[config.mk]
export PLATFORM = sky130hd
export DESIGN_NAME = ext_int_sense
export DESIGN_NICKNAME = d
export VERILOG_FILES = /design/src/rtl/eis_pkg.sv /design/src/rtl/eis_sync.sv /design/src/rtl/eis_edge_detect.sv /design/src/rtl/eis_flag.sv /design/src/rtl/ext_int_sense.sv
export SDC_FILE = /design/constraint.sdc
export NUM_CORES = 1
export LEC_CHECK = 0
export BUFFER_PORTS_ARGS = -buffer_cell sky130_fd_sc_hd__buf_2
export CELL_PAD_IN_SITES_DETAIL_PLACEMENT = 0
export CELL_PAD_IN_SITES_GLOBAL_PLACEMENT = 1
export CORE_AREA = 2 2 39 41
export CTS_CLUSTER_DIAMETER = 60
export CTS_CLUSTER_SIZE = 20
export DETAILED_ROUTE_END_ITERATION = 10
export DIE_AREA = 0 0 41 43
export PLACE_DENSITY = 0.47
export SLEW_MARGIN = 40
export SYNTH_ARGS = -nofsm -noshare
export SYNTH_HDL_FRONTEND = slang
export SYNTH_SLANG_ARGS = --single-unit
[constraint.sdc]
create_clock -name clk -period 2.35 [get_ports clk]
set_input_delay 0 -clock clk [delete_from_list [all_inputs] [get_ports clk]]
set_output_delay 0 -clock clk [all_outputs]
set_load 0.01 [all_outputs]
[src/rtl/eis_pkg.sv]
package eis_pkg;

    typedef enum logic [1:0] {
        SENSE_LOW  = 2'b00,
        SENSE_RSVD = 2'b01,
        SENSE_FALL = 2'b10,
        SENSE_RISE = 2'b11
    } sense_e;

    typedef struct packed {
        logic rise;
        logic fall;
    } edge_t;

    localparam int unsigned SYNC_STAGES_DEFAULT = 2;

    function automatic logic edge_match(sense_e mode, edge_t ev);
        logic hit;
        case (mode)
            SENSE_FALL: hit = ev.fall;
            SENSE_RISE: hit = ev.rise;
            default:    hit = 1'b0;
        endcase
        return hit;
    endfunction

    function automatic logic level_match(sense_e mode, logic pin);
        return (mode == SENSE_LOW) && !pin;
    endfunction

endpackage

[src/rtl/eis_sync.sv]
module eis_sync #(
    parameter int unsigned STAGES = 2
) (
    input  logic clk,
    input  logic async_i,
    output logic sync_o
);
    logic [STAGES-1:0] chain_q;

    for (genvar g = 0; g < STAGES; g++) begin : g_stage
        if (g == 0) begin : g_first
            always_ff @(posedge clk) chain_q[0] <= async_i;
        end else begin : g_next
            always_ff @(posedge clk) chain_q[g] <= chain_q[g-1];
        end
    end

    assign sync_o = chain_q[STAGES-1];
endmodule

[src/rtl/eis_edge_detect.sv]
module eis_edge_detect
    import eis_pkg::*;
(
    input  logic  clk,
    input  logic  rst,
    input  logic  cur_i,
    input  logic  clk_en_i,
    output edge_t edge_o
);
    logic prev_q;

    // Previous value always tracks, so a change made while gated is absorbed.
    always_ff @(posedge clk) prev_q <= cur_i;

    always_comb begin
        edge_o.rise = clk_en_i && cur_i && !prev_q;
        edge_o.fall = clk_en_i && !cur_i && prev_q;
    end

    // nothing leaves the detector while the I/O clock is gated
    a_r7_gated_quiet: assert property (@(posedge clk) disable iff (rst)
        !clk_en_i |-> (edge_o == '0));

    a_r6_single_dir: assert property (@(posedge clk) disable iff (rst)
        !(edge_o.rise && edge_o.fall));
endmodule

[src/rtl/eis_flag.sv]
module eis_flag (
    input  logic clk,
    input  logic rst,
    input  logic set_i,
    input  logic clr_i,
    output logic flag_o
);
    logic flag_q;

    always_ff @(posedge clk) begin
        if (rst)        flag_q <= 1'b0;
        else if (set_i) flag_q <= 1'b1;
        else if (clr_i) flag_q <= 1'b0;
    end

    assign flag_o = flag_q;

    // a lone clear empties the flag
    a_r8_clear: assert property (@(posedge clk) disable iff (rst)
        (clr_i && !set_i) |=> !flag_o);

    // a set in the same cycle as a clear wins
    a_r9_set_wins: assert property (@(posedge clk) disable iff (rst)
        set_i |=> flag_o);

    a_r4_sticky: assert property (@(posedge clk) disable iff (rst)
        (flag_o && !clr_i) |=> flag_o);
endmodule

[src/rtl/ext_int_sense.sv]
module ext_int_sense
    import eis_pkg::*;
#(
    parameter int unsigned SYNC_STAGES = SYNC_STAGES_DEFAULT
) (
    input  logic       clk,
    input  logic       rst,
    input  logic       pin_i,
    input  logic       io_clk_en_i,
    input  logic [1:0] sense_i,
    input  logic       enable_i,
    input  logic       flag_clr_i,
    output logic       irq_o
);
    sense_e mode;
    logic   pin_sync;
    edge_t  edges;
    logic   edge_hit;
    logic   level_hit;
    logic   flag_q;

    assign mode = sense_e'(sense_i);

    eis_sync #(.STAGES(SYNC_STAGES)) i_sync (
        .clk     (clk),
        .async_i (pin_i),
        .sync_o  (pin_sync)
    );

    eis_edge_detect i_edge (
        .clk      (clk),
        .rst      (rst),
        .cur_i    (pin_sync),
        .clk_en_i (io_clk_en_i),
        .edge_o   (edges)
    );

    assign edge_hit = edge_match(mode, edges);

    eis_flag i_flag (
        .clk    (clk),
        .rst    (rst),
        .set_i  (edge_hit),
        .clr_i  (flag_clr_i),
        .flag_o (flag_q)
    );

    // Level path bypasses every flop so it works without the I/O clock.
    assign level_hit = level_match(mode, pin_i);
    assign irq_o     = enable_i && (flag_q || level_hit);

    // low level with enable always requests
    a_r2_level_req: assert property (@(posedge clk) disable iff (rst)
        (mode == SENSE_LOW && enable_i && !pin_i) |-> irq_o);

    // reserved code never sets the flag
    a_r10_reserved: assert property (@(posedge clk) disable iff (rst)
        (mode == SENSE_RSVD) |=> !$rose(flag_q));

    // level mode leaves no flag behind
    a_r2_no_flag: assert property (@(posedge clk) disable iff (rst)
        (mode == SENSE_LOW) |=> !$rose(flag_q));

    // gated clock never raises the flag
    a_r7_no_set_gated: assert property (@(posedge clk) disable iff (rst)
        !io_clk_en_i |=> !$rose(flag_q));

    // disabled means silent
    a_r11_masked: assert property (@(posedge clk) disable iff (rst)
        !enable_i |-> !irq_o);
endmodule

==> out/metrics.yaml, run 1 <==
outcome:
  run_status: "completed"
finish:
  drive_gt1_frac: 0.583
  finish.utilization: 0.176
  layout.nets: 34
  n_antenna_cell: 0
  syn_to_final_growth_pct: 72.6
  n_fill_cell: 157
placed_design:
  hpwl_um: 245
  io_buffers: 8
  gp_congestion: 0.542
timing:
  period_needed_ns: 1.04
  rsz0062_at_grt: "no"
  max_slew_margin: 0.888
  finalHoldViolCount: 0
  report.final.slew_viol_count: 0
  setup_viol: 0
  finalClockSkew_ns: 0.00188
  worstMarginPinSlew_ns: 0.167
  finalSetupTns_ns: 0
  finalCritPeriodShare: 0.444
  fmax_ghz: 0.958
global_route:
  grt_usage: 0.0603
  antenna_found_initial: 0
  grt_pass1_wl_um: 572
  grt_overflow: 0
  grt_max_degree: 4
  grt_pass1_vias: 134
clock_tree:
  cts_tree: "built"
  cts_max_level: 1
  path_clk_slew_ns: 0.04
  clk_latency_ns: 0.23
  cts_buffers: 3
  cts-resized-gates: 0
  cts-root-buf: "clkbuf_4"
  cts_buffer_depth: 2
  cts.sinks: 4
worst_setup_path:
  worstReg2RegStart: "i_sync.sync_o"
  r2r.worst_path.cells: 3
  cp-start-kind: "input pin"
  endpoint_kind: "output port"
  arrival_ns: 1.04
  worst-path-max-fanout: 2
  worstSetupPathType: "in2out"
  crit_start: "pin_i"
  required_ns: 2.35
drt:
  routedWlPerCell_um: 8.13
  route.detailed.drc: 0
  firstDrtPassIters: 3
  drt_iter0_drc: 3
  ant_nets: 0
  top_layer_used: "met3"
  vias: 127
  totalWireLength_um: 325
  met2WireLength_um: 96
  wl_met1_um: 165
  wl_met3_um: 63
  vias_per_cell: 3.18
floorplanning:
  die_h_um: 43
  ioPinCount: 9
  die_area_mm2: 0.00176
  floorplan.initialDensity: 0.102
  dieWidth_um: 41
  core_mm2: 0.00138
  num_rows: 14
power:
  finalPower_uw: 172
  intPower_uw: 138
  ir_drop_mv: 0.174
  pwr_density_cell_mw_per_mm2: 704
  power_frac_comb: 0.088
  swShare: 0.196
  power_frac_clock: 0.488
  power_frac_seq: 0.424
  p_leak_uw: 0.000107
  power_switching_uw: 33.7
synthesis:
  ys_ff_latch: 4
  synth_largest_area_cell: "dfxtp_1"
  synthMuxAreaShare: 0
  synth_fp_nets: 19
  synth_most_common_cell: "dfxtp_1"
  syn_area_um2: 141
  ys_top_cells_by_area: "dfxtp_1, nor3b_2, o211ai_2"
  yosys_warnings: 0
  synth_xor_area_frac: 0
  synth_top_family_by_area: "simple AND/OR/NAND/NOR gates"
  synth_edf_count: 0
  synth_compound_area_frac: 0.204
  synthAdderAreaFrac: 0
  synth-seq-area-share: 0.566
  avgSynthCellArea_um2: 12.9
  synth_simple_gate_area_frac: 0.230
  yosysTopAreaCellShare: 0.566
  syn-instance-count: 11
  async_flop_share: 0
  synthDistinctLibCells: 8
  ys.flop_type: "dfxtp_1"
hold_path:
  min-delay-start: "io_clk_en_i"
  hold_depth: 3
  min_path_type: "in2reg"
job:
  max_cap_violations: 0
-- placed cells by master (no fill, tap or decap), types with 2 or more instances in the layout --
cell and instances:
buf_2 8, clkbuf_4 3, dfxtp_1 4, dlygate4sd3_1 2
-- sequential cells by signal, summed over array words and instances (netlist names) --
signal and flops:
i_sync.sync_o 1, i_edge.prev_q 1, i_sync.chain_q 1, i_flag.flag_o 1
-- path summary, 6_finish.rpt --
kind                   endpoint  slack, ns
setup / recovery          irq_o       1.31
hold / removal    i_flag.flag_o       0.03
setup reg to reg  i_flag.flag_o       1.52
hold reg to reg   i_sync.sync_o       0.32
-- layout make-up --
cell class                 count  area (µm²)  area share
clock buffer                   3        22.5      0.0923
multi-input combinational      7        61.3       0.251
sequential                     4        80.1       0.328
tap                           16        20.0      0.0821
timing repair buffer          10        60.1       0.246
-- critical path, cell delays in order --
cell and delay, ns:
dlygate4sd3_1 0.53, buf_2 0.13, nor3_1 0.14, o21a_1 0.13, buf_2 0.12
-- metal layers --
metal / vias to the layer above / global-route usage
met1: 51 / 0.0742
met4: 0 / 0.0800
li1: 67 / -
met2: 9 / 0.0375
met5: - / 0
met3: 0 / 0.0681
-- power by group through the flow --
stage               Sequential [µW]  Combinational, µW  Clock [µW]
floorplan                      73.6               4.41           0
detailed placement             73.9               12.5           0
finish                         72.8               15.0        83.9
global route                   73.2               16.4        97.3
global placement               73.8               12.4           0
CTS                            72.9               15.0        88.9
-- per-stage QoR --
step | hold WS [ns] | cells | cell area, µm² | worst slack [ns]
after detailed placement | 0.128 | 35 | 201 | 1.52
after global placement | 0.122 | 35 | 201 | 1.53
final | 0.0335 | 40 | 244 | 1.31
after CTS | 0.0207 | 40 | 244 | 1.29
after floorplan | 0.0277 | 11 | 141 | 1.55
after global routing | 0.0256 | 40 | 244 | 1.22
-- kinds of logic after synthesis --
group | after synthesis
simple gates | 4
compound gates | 3
flops | 4
-- what timing repair did --
item	CTS	global route
hold buffers	2	0
endpoints found under the hold margin	2	0
buffers inserted	0	0
No activity file was read; power rests on OpenSTA's default activity.
==> run 2, diff against run 1 <==
==> constraint.sdc (replaced) <==
create_clock -name clk -period 0.98 [get_ports clk]
set_input_delay 0 -clock clk [delete_from_list [all_inputs] [get_ports clk]]
set_output_delay 0 -clock clk [all_outputs]
set_load 0.01 [all_outputs]
==> run 2 against run 1 <==
Count of clock-buffer cells in the layout stayed put. Clock skew is 0.00063 ns lower. Register-to-register slack worse by 1.4 ns.
==> out/metrics.yaml, run 2 (synthesized netlist as in run 1, its figures left out) <==
outcome:
  run_status: "completed"
power:
  pwr_density_cell_mw_per_mm2: 1680
  p_leak_uw: 0.000107
  ir_drop_mv: 0.634
worst_setup_path:
  endpoint_kind: "output port"
  cp-start-kind: "register"
  worstSetupPathType: "reg2out"
  worst-path-max-fanout: 2
  required_ns: 0.98
  arrival_ns: 0.85
timing:
  finalHoldViolCount: 0
  finalClockSkew_ns: 0.00125
  period_needed_ns: 0.852
  fmax_ghz: 1.17
  report.final.slew_viol_count: 0
  finalSetupTns_ns: 0
  finalCritPeriodShare: 0.869
  rsz0062_at_grt: "no"
  setup_viol: 0
  max_slew_margin: 0.892
  worst_slack_ns: 0.128
  worstMarginPinSlew_ns: 0.161
drt:
  firstDrtPassIters: 1
  totalWireLength_um: 319
  vias: 130
  vias_per_cell: 3.25
  route.detailed.drc: 0
  drt_iter0_drc: 0
  routedWlPerCell_um: 7.98
  ant_nets: 0
job:
  max_cap_violations: 0
global_route:
  antenna_found_initial: 0
  grt_max_degree: 4
  grt_pass1_wl_um: 593
  grt_overflow: 0
  grt_pass1_vias: 147
  grt_usage: 0.0552
placed_design:
  io_buffers: 8
  gp_congestion: 0.552
  placed_cell_area_um2: 201
  dp_slack_ns: 0.141
clock_tree:
  cts-root-buf: "clkbuf_4"
  cts_tree: "built"
  clk_latency_ns: 0.23
  cts-resized-gates: 0
  post-cts-setup-buffers: 0
  cts_buffer_depth: 2
  cts_max_level: 1
  cts_buffers: 3
  path_clk_slew_ns: 0.04
  cts.sinks: 4
finish:
  seq_area_um2: 80.1
  final_cell_mix: "buf_2, dfxtp_1, clkbuf_4, dlygate4sd3_1"
  n_fill_cell: 154
  n_antenna_cell: 0
  multi_input_area_um2: 61.3
  drive_gt1_frac: 0.583
  syn_to_final_growth_pct: 72.6
  layout.nets: 34
  final_common_cell: "buf_2"
  finish.utilization: 0.176
  finalInstanceArea_um2: 244
floorplanning:
  floorplan.initialDensity: 0.102
  num_rows: 14
  dieWidth_um: 41
  core_mm2: 0.00138
  die_area_mm2: 0.00176
  ioPinCount: 9
  die_h_um: 43
hold_path:
  min_path_type: "in2reg"
[run 2: cell counts in the layout (fill, tap and decap cells not counted)]
Identical to the previous run, type by type.
[run 2: final timing paths]
kind | start | end | slack [ns] | cells after the start
setup / recovery | i_flag.flag_o | irq_o | 0.13 | 2
hold / removal | io_clk_en_i | i_flag.flag_o | 0.03 | 3
setup reg to reg | i_sync.sync_o | i_flag.flag_o | 0.14 | 3
hold reg to reg | i_sync.chain_q[0] | i_sync.sync_o | 0.33 | 0
[run 2: where the power goes]
part	switching, µW	internal, µW	total, µW
clock network	63.6	137	200
registers	3.50	171	175
logic	12.5	22.8	35.3
[run 2: worst max-delay path, stage by stage, from the launching register on]
cell and delay, ns:
dfxtp_1 0.31, o21a_1 0.18, buf_2 0.13
[run 2: timing repair]
| action | 4_1_cts | 5_1_grt |
|---|---|---|
| hold buffers | 2 | 0 |
| endpoints found under the hold margin | 2 | 0 |
| setup endpoints to repair | 0 | 0 |
[run 2: layout make-up]
cell class | instances | share of cell area
Tap cell | 16 | 0.0821
Multi-Input combinational cell | 7 | 0.251
Timing Repair Buffer | 10 | 0.246
Sequential cell | 4 | 0.328
Clock buffer | 3 | 0.0923
[run 2: through the flow]
stage	hold slack [ns]	instances	power (µW)
after floorplan	0.0277	11	187
after global placement	0.120	35	206
after detailed placement	0.129	35	207
after CTS	0.0233	40	422
after global routing	0.0437	40	438
final	0.0326	40	411
[run 2: per-layer routing]
| metal | vias up | GRT usage | routed length [µm] |
|---|---|---|---|
| met1 | 52 | 0.0611 | 142 |
| met4 | 0 | 0.0400 | 0 |
| met3 | 0 | 0.0576 | 72 |
| met5 | - | 0 | 0 |
| met2 | 11 | 0.0594 | 103 |
| li1 | 67 | - | - |
